`src/rtl/cfgrx_pkg.sv`:
```
package cfgrx_pkg;
  localparam int CKS_W  = 8;
  localparam int STOP_W = 8;

  typedef enum logic [2:0] {
    S_HUNT,
    S_SAW0,
    S_DATA,
    S_CHK,
    S_STOP,
    S_FIN,
    S_ERR
  } rx_state_t;

  // fold one data bit into its checksum lane (lane = bit index mod 8)
  function automatic logic [CKS_W-1:0] cks_fold(input logic [CKS_W-1:0] acc,
                                               input logic [2:0] lane,
                                               input logic b);
    logic [CKS_W-1:0] r;
    r       = acc;
    r[lane] = r[lane] ^ b;
    return r;
  endfunction
endpackage

```
`src/rtl/cfgrx_seq.sv`:
```
module cfgrx_seq
  import cfgrx_pkg::*;
#(
  parameter int DATA_BITS = 502
) (
  input  logic clk,
  input  logic rst_n,
  input  logic bit_vld,
  input  logic bit_in,
  input  logic cks_match,
  input  logic last_frame,
  output logic shift_data,
  output logic shift_chk,
  output logic ev_start,
  output logic ev_accept,
  output logic ev_bad_start,
  output logic ev_bad_cks,
  output logic ev_bad_stop
);
  localparam int CW = (DATA_BITS > 8) ? $clog2(DATA_BITS) : 3;
  localparam logic [CW-1:0] LAST_D = CW'(DATA_BITS - 1);
  localparam logic [CW-1:0] LAST_8 = CW'(CKS_W - 1);

  rx_state_t st_q, nxt;
  logic [CW-1:0] cnt_q;
  logic counting;

  always_comb begin
    nxt          = st_q;
    counting     = 1'b0;
    shift_data   = 1'b0;
    shift_chk    = 1'b0;
    ev_start     = 1'b0;
    ev_accept    = 1'b0;
    ev_bad_start = 1'b0;
    ev_bad_cks   = 1'b0;
    ev_bad_stop  = 1'b0;
    case (st_q)
      S_HUNT: if (bit_vld && !bit_in) nxt = S_SAW0;
      S_SAW0: if (bit_vld) begin
        if (bit_in) begin
          nxt      = S_DATA;
          ev_start = 1'b1;
        end else begin
          nxt          = S_ERR;
          ev_bad_start = 1'b1;
        end
      end
      S_DATA: if (bit_vld) begin
        shift_data = 1'b1;
        counting   = 1'b1;
        if (cnt_q == LAST_D) nxt = S_CHK;
      end
      S_CHK: if (bit_vld) begin
        shift_chk = 1'b1;
        counting  = 1'b1;
        if (cnt_q == LAST_8) nxt = S_STOP;
      end
      S_STOP: if (bit_vld) begin
        counting = 1'b1;
        if (!bit_in) begin
          nxt         = S_ERR;
          ev_bad_stop = 1'b1;
        end else if (cnt_q == LAST_8) begin
          if (cks_match) begin
            ev_accept = 1'b1;
            nxt       = last_frame ? S_FIN : S_HUNT;
          end else begin
            ev_bad_cks = 1'b1;
            nxt        = S_ERR;
          end
        end
      end
      default: nxt = st_q;
    endcase
  end

  always_ff @(posedge clk) begin
    if (!rst_n) begin
      st_q  <= S_HUNT;
      cnt_q <= '0;
    end else begin
      st_q <= nxt;
      if (nxt != st_q)   cnt_q <= '0;
      else if (counting) cnt_q <= cnt_q + 1'b1;
    end
  end

  // the finished state is never left
  a_r8_fin_holds: assert property (@(posedge clk) disable iff (!rst_n)
    st_q == S_FIN |=> st_q == S_FIN);
  // the fault state is never left
  a_r7_err_state_holds: assert property (@(posedge clk) disable iff (!rst_n)
    st_q == S_ERR |=> st_q == S_ERR);
  // an idle cycle leaves the sequence where it was
  a_r9_idle_no_move: assert property (@(posedge clk) disable iff (!rst_n)
    !bit_vld |=> st_q == $past(st_q));
endmodule

```
`src/rtl/cfgrx_datapath.sv`:
```
module cfgrx_datapath
  import cfgrx_pkg::*;
#(
  parameter int DATA_BITS = 502
) (
  input  logic                 clk,
  input  logic                 rst_n,
  input  logic                 bit_in,
  input  logic                 clear,
  input  logic                 shift_data,
  input  logic                 shift_chk,
  output logic [DATA_BITS-1:0] data,
  output logic                 cks_match
);
  logic [DATA_BITS-1:0] data_q;
  logic [CKS_W-1:0]     acc_q;
  logic [CKS_W-1:0]     rxc_q;
  logic [2:0]           lane_q;

  always_ff @(posedge clk) begin
    if (!rst_n) begin
      data_q <= '0;
      acc_q  <= '0;
      rxc_q  <= '0;
      lane_q <= '0;
    end else begin
      if (clear) begin
        acc_q  <= '0;
        lane_q <= '0;
      end else if (shift_data) begin
        acc_q  <= cks_fold(acc_q, lane_q, bit_in);
        lane_q <= lane_q + 1'b1;
      end
      if (shift_data) data_q <= {bit_in, data_q[DATA_BITS-1:1]};
      if (shift_chk)  rxc_q  <= {bit_in, rxc_q[CKS_W-1:1]};
    end
  end

  assign data      = data_q;
  assign cks_match = (acc_q == rxc_q);

  // data shifting and checksum capture never overlap
  a_r3_phase_exclusive: assert property (@(posedge clk) disable iff (!rst_n)
    !(shift_data && shift_chk));
endmodule

```
`src/rtl/cfgrx_frame_ctr.sv`:
```
module cfgrx_frame_ctr #(
  parameter int NUM_FRAMES = 2136,
  localparam int AW = (NUM_FRAMES > 1) ? $clog2(NUM_FRAMES) : 1
) (
  input  logic          clk,
  input  logic          rst_n,
  input  logic          ev_accept,
  output logic          last_frame,
  output logic          wr_en,
  output logic          done,
  output logic [AW-1:0] addr
);
  localparam logic [AW-1:0] LAST = AW'(NUM_FRAMES - 1);

  logic [AW-1:0] addr_q;
  logic          wr_q, done_q;

  assign last_frame = (addr_q == LAST);

  always_ff @(posedge clk) begin
    if (!rst_n) begin
      addr_q <= '0;
      wr_q   <= 1'b0;
      done_q <= 1'b0;
    end else begin
      wr_q   <= ev_accept;
      done_q <= ev_accept && last_frame;
      if (wr_q && !last_frame) addr_q <= addr_q + 1'b1;
    end
  end

  assign wr_en = wr_q;
  assign done  = done_q;
  assign addr  = addr_q;

  // address steps by one after each non-final write
  a_r6_addr_step: assert property (@(posedge clk) disable iff (!rst_n)
    wr_q && !done_q |=> addr_q == $past(addr_q) + 1'b1);
  // address holds without a write
  a_r6_addr_hold: assert property (@(posedge clk) disable iff (!rst_n)
    !wr_q |=> $stable(addr_q));
endmodule

```
`src/rtl/cfgrx_top.sv`:
```
module cfgrx_top #(
  parameter int DATA_BITS  = 502,
  parameter int NUM_FRAMES = 2136,
  localparam int AW = (NUM_FRAMES > 1) ? $clog2(NUM_FRAMES) : 1
) (
  input  logic                 clk,
  input  logic                 rst_n,
  input  logic                 bit_vld,
  input  logic                 bit_in,
  output logic                 wr_en,
  output logic [AW-1:0]        wr_addr,
  output logic [DATA_BITS-1:0] wr_data,
  output logic                 done,
  output logic                 err
);
  localparam logic [AW-1:0] LAST = AW'(NUM_FRAMES - 1);

  logic shift_data, shift_chk, cks_match, last_frame;
  logic ev_start, ev_accept, ev_bad_start, ev_bad_cks, ev_bad_stop;
  logic err_q;

  cfgrx_seq #(.DATA_BITS(DATA_BITS)) u_seq (
    .clk(clk), .rst_n(rst_n), .bit_vld(bit_vld), .bit_in(bit_in),
    .cks_match(cks_match), .last_frame(last_frame),
    .shift_data(shift_data), .shift_chk(shift_chk),
    .ev_start(ev_start), .ev_accept(ev_accept),
    .ev_bad_start(ev_bad_start), .ev_bad_cks(ev_bad_cks),
    .ev_bad_stop(ev_bad_stop)
  );

  cfgrx_datapath #(.DATA_BITS(DATA_BITS)) u_dp (
    .clk(clk), .rst_n(rst_n), .bit_in(bit_in), .clear(ev_start),
    .shift_data(shift_data), .shift_chk(shift_chk),
    .data(wr_data), .cks_match(cks_match)
  );

  cfgrx_frame_ctr #(.NUM_FRAMES(NUM_FRAMES)) u_ctr (
    .clk(clk), .rst_n(rst_n), .ev_accept(ev_accept),
    .last_frame(last_frame), .wr_en(wr_en), .done(done), .addr(wr_addr)
  );

  always_ff @(posedge clk) begin
    if (!rst_n) err_q <= 1'b0;
    else        err_q <= err_q | ev_bad_start | ev_bad_cks | ev_bad_stop;
  end
  assign err = err_q;

  // error is sticky
  a_r7_err_sticky: assert property (@(posedge clk) disable iff (!rst_n)
    err |=> err);
  // no write while faulted
  a_r7_no_write_on_err: assert property (@(posedge clk) disable iff (!rst_n)
    err |-> !wr_en);
  // write strobe lasts one cycle
  a_r6_wr_pulse: assert property (@(posedge clk) disable iff (!rst_n)
    wr_en |=> !wr_en);
  // done only with the write of the final address
  a_r8_done_with_last: assert property (@(posedge clk) disable iff (!rst_n)
    done |-> wr_en && wr_addr == LAST);
  // done is a single pulse
  a_r8_done_once: assert property (@(posedge clk) disable iff (!rst_n)
    done |=> !done);
  // written word is stable while presented
  a_r3_data_stable: assert property (@(posedge clk) disable iff (!rst_n)
    wr_en |-> $stable(wr_data));
endmodule

```
`config.mk`:
```
export PLATFORM = sky130hd
export DESIGN_NAME = cfgrx_top
export DESIGN_NICKNAME = d
export VERILOG_FILES = /design/src/rtl/cfgrx_pkg.sv /design/src/rtl/cfgrx_seq.sv /design/src/rtl/cfgrx_datapath.sv /design/src/rtl/cfgrx_frame_ctr.sv /design/src/rtl/cfgrx_top.sv
export SDC_FILE = /design/constraint.sdc
export NUM_CORES = 1
export LEC_CHECK = 0
export ABC_AREA = 0
export ABC_CLOCK_PERIOD_IN_PS = 2370
export BUFFER_PORTS_ARGS = -buffer_cell sky130_fd_sc_hd__buf_4
export CAP_MARGIN = 20
export CORE_MARGIN = 8
export CORE_UTILIZATION = 53
export CTS_BUF_LIST = sky130_fd_sc_hd__clkbuf_16
export CTS_CLUSTER_SIZE = 16
export DETAILED_ROUTE_END_ITERATION = 7
export GPL_TIMING_DRIVEN = 1
export HOLD_SLACK_MARGIN = 0.15
export PLACE_DENSITY = 0.77
export SETUP_SLACK_MARGIN = 0.1
export SYNTH_ARGS = -nofsm -noshare
export SYNTH_HDL_FRONTEND = slang
export SYNTH_HIERARCHICAL = 1
export SYNTH_SLANG_ARGS = --single-unit
```
`constraint.sdc`:
```
create_clock -name clk -period 2.37 [get_ports clk]
set_input_delay 0 -clock clk [delete_from_list [all_inputs] [get_ports clk]]
set_output_delay 0 -clock clk [all_outputs]
set_load 0.1 [all_outputs]
```
==> metrics, run 1 <==
outcome=complete, no violations; Starting Density=53.6%; clock slew at reported path FFs=0.06 ns; area grow syn2layout=28.6%; Sequential Power Share=approximately 50%; Switching Share=21.1%; Logic pwr share=3.1%; Arr. time, crit path=about 2.5 ns; IO Pins=521; router iterations before antenna repair=5; clk root buf=clkbuf_16; Synth Cell Area=21300 sq um; sequential element share of the synthesized area=51.6%; Port Buffer Count=520; CTS max path bufs=3; die area=46800 sq um; GRT Overall Usage=22.1%; Post-synth EDFFs=0; ys async rst share=0%; share of cells above drive strength 1=26.2%; Int Pwr=0.0145 W; diode count=0; Routed wire per std cell=between 15 and 20 um; critical path class=reg2reg; max-cap violations=0; vias in the first global route=around 15000; setup TNS=0 ns; via count=14828; post-synth net total=1889; FF+latch count, synth=548; Die H=around 220 um; peak supply drop=slightly above 0.7 mV; Cell variety after synth=54; RSZ-0062 raised after global routing=false; Hold Vio Cnt, Final=0; most common cell in the netlist=dfxtp_1; first-pass GRT wire length=~84 mm; PD cells=671 nW/um^2; Synth Instances=roughly 1900; endpoints failing setup=0; vias per std cell=about 5.1; met2 Use GR=36.7%; Reg-to-Reg Start=u_seq/st_q[1]$_SDFF_PN0_; gpl congestion=around 0.81; biggest area consumer among synthesized cells=dfxtp_1; crit-path max FO=40; CTS tree=built; core area=between 30000 and 40000 sq um; fmax=484 MHz; TritonCTS Buffers=55; Crit. End Element=register; HP Class=in2reg; hold_sp=rst_n; post-synth top area share=51.6%; clk sinks=~550; r2r endpoint=u_dp/data[260]$_SDFFE_PN0P_; Switch Pwr=0.00386 W; clk_lat worst skew=0.60 ns; crit start category=register; Layout Nets=2365; Synth area leaders=dfxtp_1 (52%), mux2i_1 (24%), nor2b_1 (15%), buf_4 (1.2%), clkbuf_1 (1.1%); H-tree depth=2; Worst Reg2Reg Path Length in Cells=6; min cycle time layout=between 2 and 2.5 ns; clock share of power=46.7%; Worst Setup Slack post-DPL=0.343 ns; Overflow after GRT=0; final count of pins violating max slew=0; routing usage on met1=25.3%; Initial DRC Count=922; Commonest cells post-synth=dfxtp_1 (548), nor2b_1 (515), mux2i_1 (511), clkbuf_1 (61), buf_4 (33); Slew @ Worst Pin=0.771 ns; fin crit share=87.2%; Pleak=around 9.9 nW; Die Span X=216 um; Critical Path RT=2.84 ns; flop-to-flop setup slack=0.30 ns; pin count of the biggest net entering global routing=215; final worst slack=0.303 ns; synth warn=6; met3 usage=8.68%; # fillers=3032; Slew Limit Headroom=48.6%; syn_area_per_cell=11.3 sq um; hold endpoint=err$_SDFF_PN0_; Clock Skew=0.0140 ns; Detailed Place HPWL=39.5 mm; final core occ=69.0%; Rows=73; post-route ant nets=0; initial antenna violation count=0; Final Routed Wirelength=55.1 mm; placed cells=2822; Layout Cells excl Fill=~3000; Worst Hold Depth=3; Top Usage Layer GRT=met2; hold slack final=0.315 ns; detailed-route DRC error count=0; top_reg_cell synth=dfxtp_1
==> worst max-delay path by stage <==
stage / endpoint / from / slack, ns / depth (start not counted)
floorplan: u_ctr/addr[0]$_SDFFE_PN0P_ / u_ctr/addr[1]$_SDFFE_PN0P_ / 0.12 / 5
global placement: u_dp/data[107]$_SDFFE_PN0P_ / u_seq/st_q[0]$_SDFF_PN0_ / 0.40 / 6
detailed placement: u_dp/data[142]$_SDFFE_PN0P_ / u_seq/st_q[0]$_SDFF_PN0_ / 0.34 / 6
CTS: u_dp/data[418]$_SDFFE_PN0P_ / u_seq/st_q[1]$_SDFF_PN0_ / 0.31 / 6
global route: u_dp/data[144]$_SDFFE_PN0P_ / u_seq/st_q[1]$_SDFF_PN0_ / 0.13 / 6
finish: u_dp/data[260]$_SDFFE_PN0P_ / u_seq/st_q[1]$_SDFF_PN0_ / 0.30 / 6
==> power by group through the flow <==
stage,Sequential [W],Combinational (W),Clock [W]
2_1_floorplan,0.00943,0.000479,0
3_3_place_gp,0.00943,0.000553,0
3_5_place_dp,0.00943,0.000557,0
4_1_cts,0.00923,0.000563,0.00881
5_1_grt,0.00922,0.000595,0.00920
6_report,0.00923,0.000563,0.00857
==> area by class of cell <==
class,count,area (sq um),area share (%)
inverters,6,22.5,0.0823
clock buffers,57,1430,5.22
clock inverters,47,375,1.37
well taps,525,657,2.40
flip-flops and latches,548,11000,40.1
multi-input cells,1204,9640,35.2
repair buffers,542,4260,15.6
==> layout by cell type (no fill, tap or decap), types with 5 or more instances in the layout <==
| cell | n |
|---|---|
| dfxtp_1 | 547 |
| clkbuf_16 | 57 |
| o21ai_0 | 9 |
| o2111ai_1 | 5 |
| nor2_1 | 10 |
| clkinv_1 | 18 |
| buf_4 | 524 |
| nand2_1 | 13 |
| mux2i_1 | 511 |
| nor3_1 | 10 |
| and2_1 | 11 |
| inv_1 | 15 |
| buf_12 | 14 |
| and3_1 | 7 |
| xnor2_1 | 17 |
| nor2b_1 | 515 |
| a21oi_1 | 10 |
| clkinv_2 | 10 |
| xor2_1 | 8 |
| nand3_1 | 9 |
| or3_1 | 7 |
| bufinv_16 | 6 |
| nand4_1 | 6 |
| o211ai_1 | 5 |
==> logic make-up (layout without fill, tap and decap cells) <==
| kind of cell | after synthesis | after routing | synth area share, % |
|---|---|---|---|
| AO/OA/AOI/OAI | 47 | 47 | 1.77 |
| buffers and inverters | 129 | 652 | 3.12 |
| AND/OR/NAND/NOR | 617 | 617 | 18.2 |
| multiplexers | 511 | 511 | 24.1 |
| XOR/XNOR | 25 | 25 | 1.03 |
| adder cells (fa/ha/maj) | 4 | 4 | 0.235 |
| flip-flops | 548 | 548 | 51.6 |
==> per-stage QoR <==
stage               area [sq um]  total power, W
global route               27400          0.0190
detailed placement         25500         0.00999
CTS                        27400          0.0186
floorplan                  21300         0.00991
global placement           25500         0.00998
finish                     27400          0.0184
==> state kept, by name, indices dropped and copies added, names as in the netlist <==
register	flops
err	1
u_dp/acc_q	8
u_seq/st_q	3
u_ctr/addr	12
u_ctr/done	1
u_seq/cnt_q	9
u_dp/lane_q	3
u_dp/rxc_q	8
u_ctr/wr_en	1
u_dp/data	502
==> worst max-delay path, cell delays in order (launching register included) <==
cell and delay, ns:
dfxtp_1 0.56, nand2_1 0.22, nor2_4 0.20, buf_12 0.28, buf_12 0.31, mux2i_1 0.27, nor2b_1 0.08
==> timing repair <==
item	4_1_cts	5_1_grt
buffers inserted	0	0
hold buffers	3	0
resized for setup	0	0
hold endpoints to repair	341	0
==> routing by layer <==
metal | up-vias | routed length (um)
met1 | 7041 | 22200
met3 | 94 | 5000
met5 | - | 0
met2 | 402 | 26000
met4 | 0 | 1950
li1 | 7291 | -
Power figures use the tool's default switching activity.
==> run 2: changes to the inputs <==
--- a/config.mk
+++ b/config.mk
@@ -16,7 +16,7 @@
 export DETAILED_ROUTE_END_ITERATION = 7
 export GPL_TIMING_DRIVEN = 1
 export HOLD_SLACK_MARGIN = 0.15
-export PLACE_DENSITY = 0.77
+export PLACE_DENSITY = 0.84
 export SETUP_SLACK_MARGIN = 0.1
 export SYNTH_ARGS = -nofsm -noshare
 export SYNTH_HDL_FRONTEND = slang
==> run 2 against run 1 <==
Non-clock buffer count is 2 higher. Count of clock-buffer cells in the layout is 1 lower. First-iteration DRC count is 15% lower. Die area stayed put. Sequential cell count stayed put. Critical path depth stayed put. Maximum frequency is 1.6% lower. Combinational power hardly changed. Critical path type unchanged. Highest routed layer unchanged.
==> metrics, run 2 (synthesis gave the netlist of run 1 again) <==
outcome=complete, no violations; HP Class=in2reg; max incr delay on CP=0.41 ns (-0.15 ns); RSZ-0062 raised after global routing=false; CTS tree=built; GRT Overall Usage=21.9% (-0.17 points); Layout Nets=2367 (+0.085%); overall power=0.0179 W (-2.5%); Reg-to-Reg Start=u_seq/st_q[0]$_SDFF_PN0_; Hold Vio Cnt, Final=0 (unchanged); Starting Density=53.6% (unchanged); critical path class=reg2reg; Detailed Place HPWL=39.5 mm (about the same); number of flip-flops in the largest register=502 (unchanged); clk_lat worst skew=0.59 ns (about the same); fin crit share=88.6% (+1.4 points); hold endpoint=u_seq/st_q[1]$_SDFF_PN0_; crit start category=register; Die H=216 um (unchanged); Rows=73 (unchanged); commonest non-fill, non-tap cell in the layout=dfxtp_1; Initial DRC Count=788 (-15%); Port Buffer Count=520 (unchanged); clk sinks=548 (unchanged); Slew Limit Headroom=50.5% (+1.9 points); die area=46800 sq um (unchanged); gpl congestion=0.809 (-0.21%); vias in the first global route=15128 (+2.3%); Worst Hold Depth=3 (unchanged); Cell Area, Placed=25600 sq um (+0.16%); crit-path max FO=23 (-43%); first-pass GRT wire length=84.1 mm (about the same); vias per std cell=5.11 (+0.90%); Slowest cell on crit path=dfxtp_1; Overflow after GRT=0 (unchanged); setup TNS=0 ns (unchanged); peak supply drop=0.555 mV (-23%); core area=39600 sq um (unchanged); detailed-route DRC error count=0 (unchanged); post-route ant nets=0 (unchanged); pin count of the biggest net entering global routing=224 (+4.2%); Routed wire per std cell=18.9 um (+0.37%); worst path buffer plus inverter count=2 (unchanged); H-tree depth=2 (unchanged); Arr. time, crit path=2.57 ns (+0.03 ns); final core occ=68.8% (-0.21 points); Layout Cells excl Fill=2925 (-0.14%); post-route cell area=27300 sq um (-0.30%); Clock Skew=0.0206 ns (+0.00654 ns); area grow syn2layout=28.2%; most frequent cells in the layout=dfxtp_1 (546), buf_4 (524), nor2b_1 (515); IO Pins=521 (unchanged); max-cap violations=0 (unchanged); PD cells=656 nW/um^2 (-2.2%); Final Routed Wirelength=55.2 mm (+0.24%); CTS max path bufs=3 (unchanged); diode count=0 (unchanged); clk root buf=clkbuf_16; via count=14941 (+0.76%); placed cells=2824 (+0.071%); Crit. End Element=register; r2r endpoint=u_dp/data[311]$_SDFFE_PN0P_; CP top delay family=simple AND/OR/NAND/NOR gates; flop-to-flop setup slack=0.27 ns (-0.03 ns); Die Span X=216 um (unchanged); min cycle time layout=2.10 ns (+0.0341 ns); hold_sp=rst_n; endpoints failing setup=0 (unchanged); initial antenna violation count=0 (unchanged); fmax=476 MHz (-1.6%); CP cell instances=or2_2 -> nor2_4 -> buf_12 -> buf_4 -> mux2i_1 -> nor2b_1; Worst Reg2Reg Path Length in Cells=6 (unchanged); share of cells above drive strength 1=26.2% (-0.040 points); clock slew at reported path FFs=0.06 ns (about the same); Pleak=9.90 nW (-0.16%); Slew @ Worst Pin=0.743 ns (-0.0285 ns); router iterations before antenna repair=6 (+1); Post CTS Setup Buffer Count=0 (unchanged); final count of pins violating max slew=0 (unchanged); Critical Path RT=2.84 ns (about the same); TritonCTS Buffers=55 (unchanged)
run 2: per-layer routing:
layer / share of wire, % / track usage [%] / up-vias
met4: 3.5 / 8.72 / 0
met1: 39 / 24.4 / 7078
met2: 48 / 37.0 / 479
met3: 9.5 / 8.93 / 100
met5: 0 / 0 / -
li1: - / - / 7284
run 2: power breakdown:
group	internal (W)	switching [W]
combinational	0.000277	0.000287
sequential	0.00922	0.0000110
clock	0.00458	0.00352
total	0.0141	0.00382
run 2: repair_timing:
| item | 4_1_cts | 5_1_grt |
|---|---|---|
| hold endpoints to repair | 276 | 0 |
| hold buffers | 3 | 0 |
| setup endpoints to repair | 0 | 2 |
| gates resized for setup | 0 | 1 |
run 2: worst max path at each step:
stage / from / endpoint / depth (start not counted)
3_3_place_gp: u_seq/st_q[0]$_SDFF_PN0_ / u_dp/data[24]$_SDFFE_PN0P_ / 6
5_1_grt: u_seq/st_q[0]$_SDFF_PN0_ / u_dp/data[472]$_SDFFE_PN0P_ / 6
2_1_floorplan: u_ctr/addr[1]$_SDFFE_PN0P_ / u_ctr/addr[0]$_SDFFE_PN0P_ / 5
3_5_place_dp: u_seq/st_q[1]$_SDFF_PN0_ / u_dp/data[472]$_SDFFE_PN0P_ / 6
4_1_cts: u_seq/st_q[1]$_SDFF_PN0_ / u_dp/data[311]$_SDFFE_PN0P_ / 6
6_report: u_seq/st_q[0]$_SDFF_PN0_ / u_dp/data[311]$_SDFFE_PN0P_ / 6
run 2: worst reg2reg max path, cell delays in order, from the launching register on:
cell	delay (ns)
dfxtp_1	0.41
or2_2	0.38
nor2_4	0.21
buf_12	0.21
buf_4	0.40
mux2i_1	0.30
nor2b_1	0.07
run 2: metrics by stage:
| stage | worst slack [ns] | hold slack (ns) |
|---|---|---|
| floorplan | 0.115 | 0.118 |
| global placement | 0.390 | 0.314 |
| detailed placement | 0.292 | 0.321 |
| CTS | 0.256 | 0.289 |
| global route | 0.125 | 0.325 |
| finish | 0.269 | 0.322 |
run 2: cell type report:
type / instances / area [sq um]
Multi-Input combinational cell: 1204 / 9640
Fill cell: 2948 / 12400
Clock buffer: 56 / 1400
Timing Repair Buffer: 544 / 4300
Clock inverter: 42 / 277
Sequential cell: 548 / 11000
Inverter: 6 / 22.5
Tap cell: 525 / 657
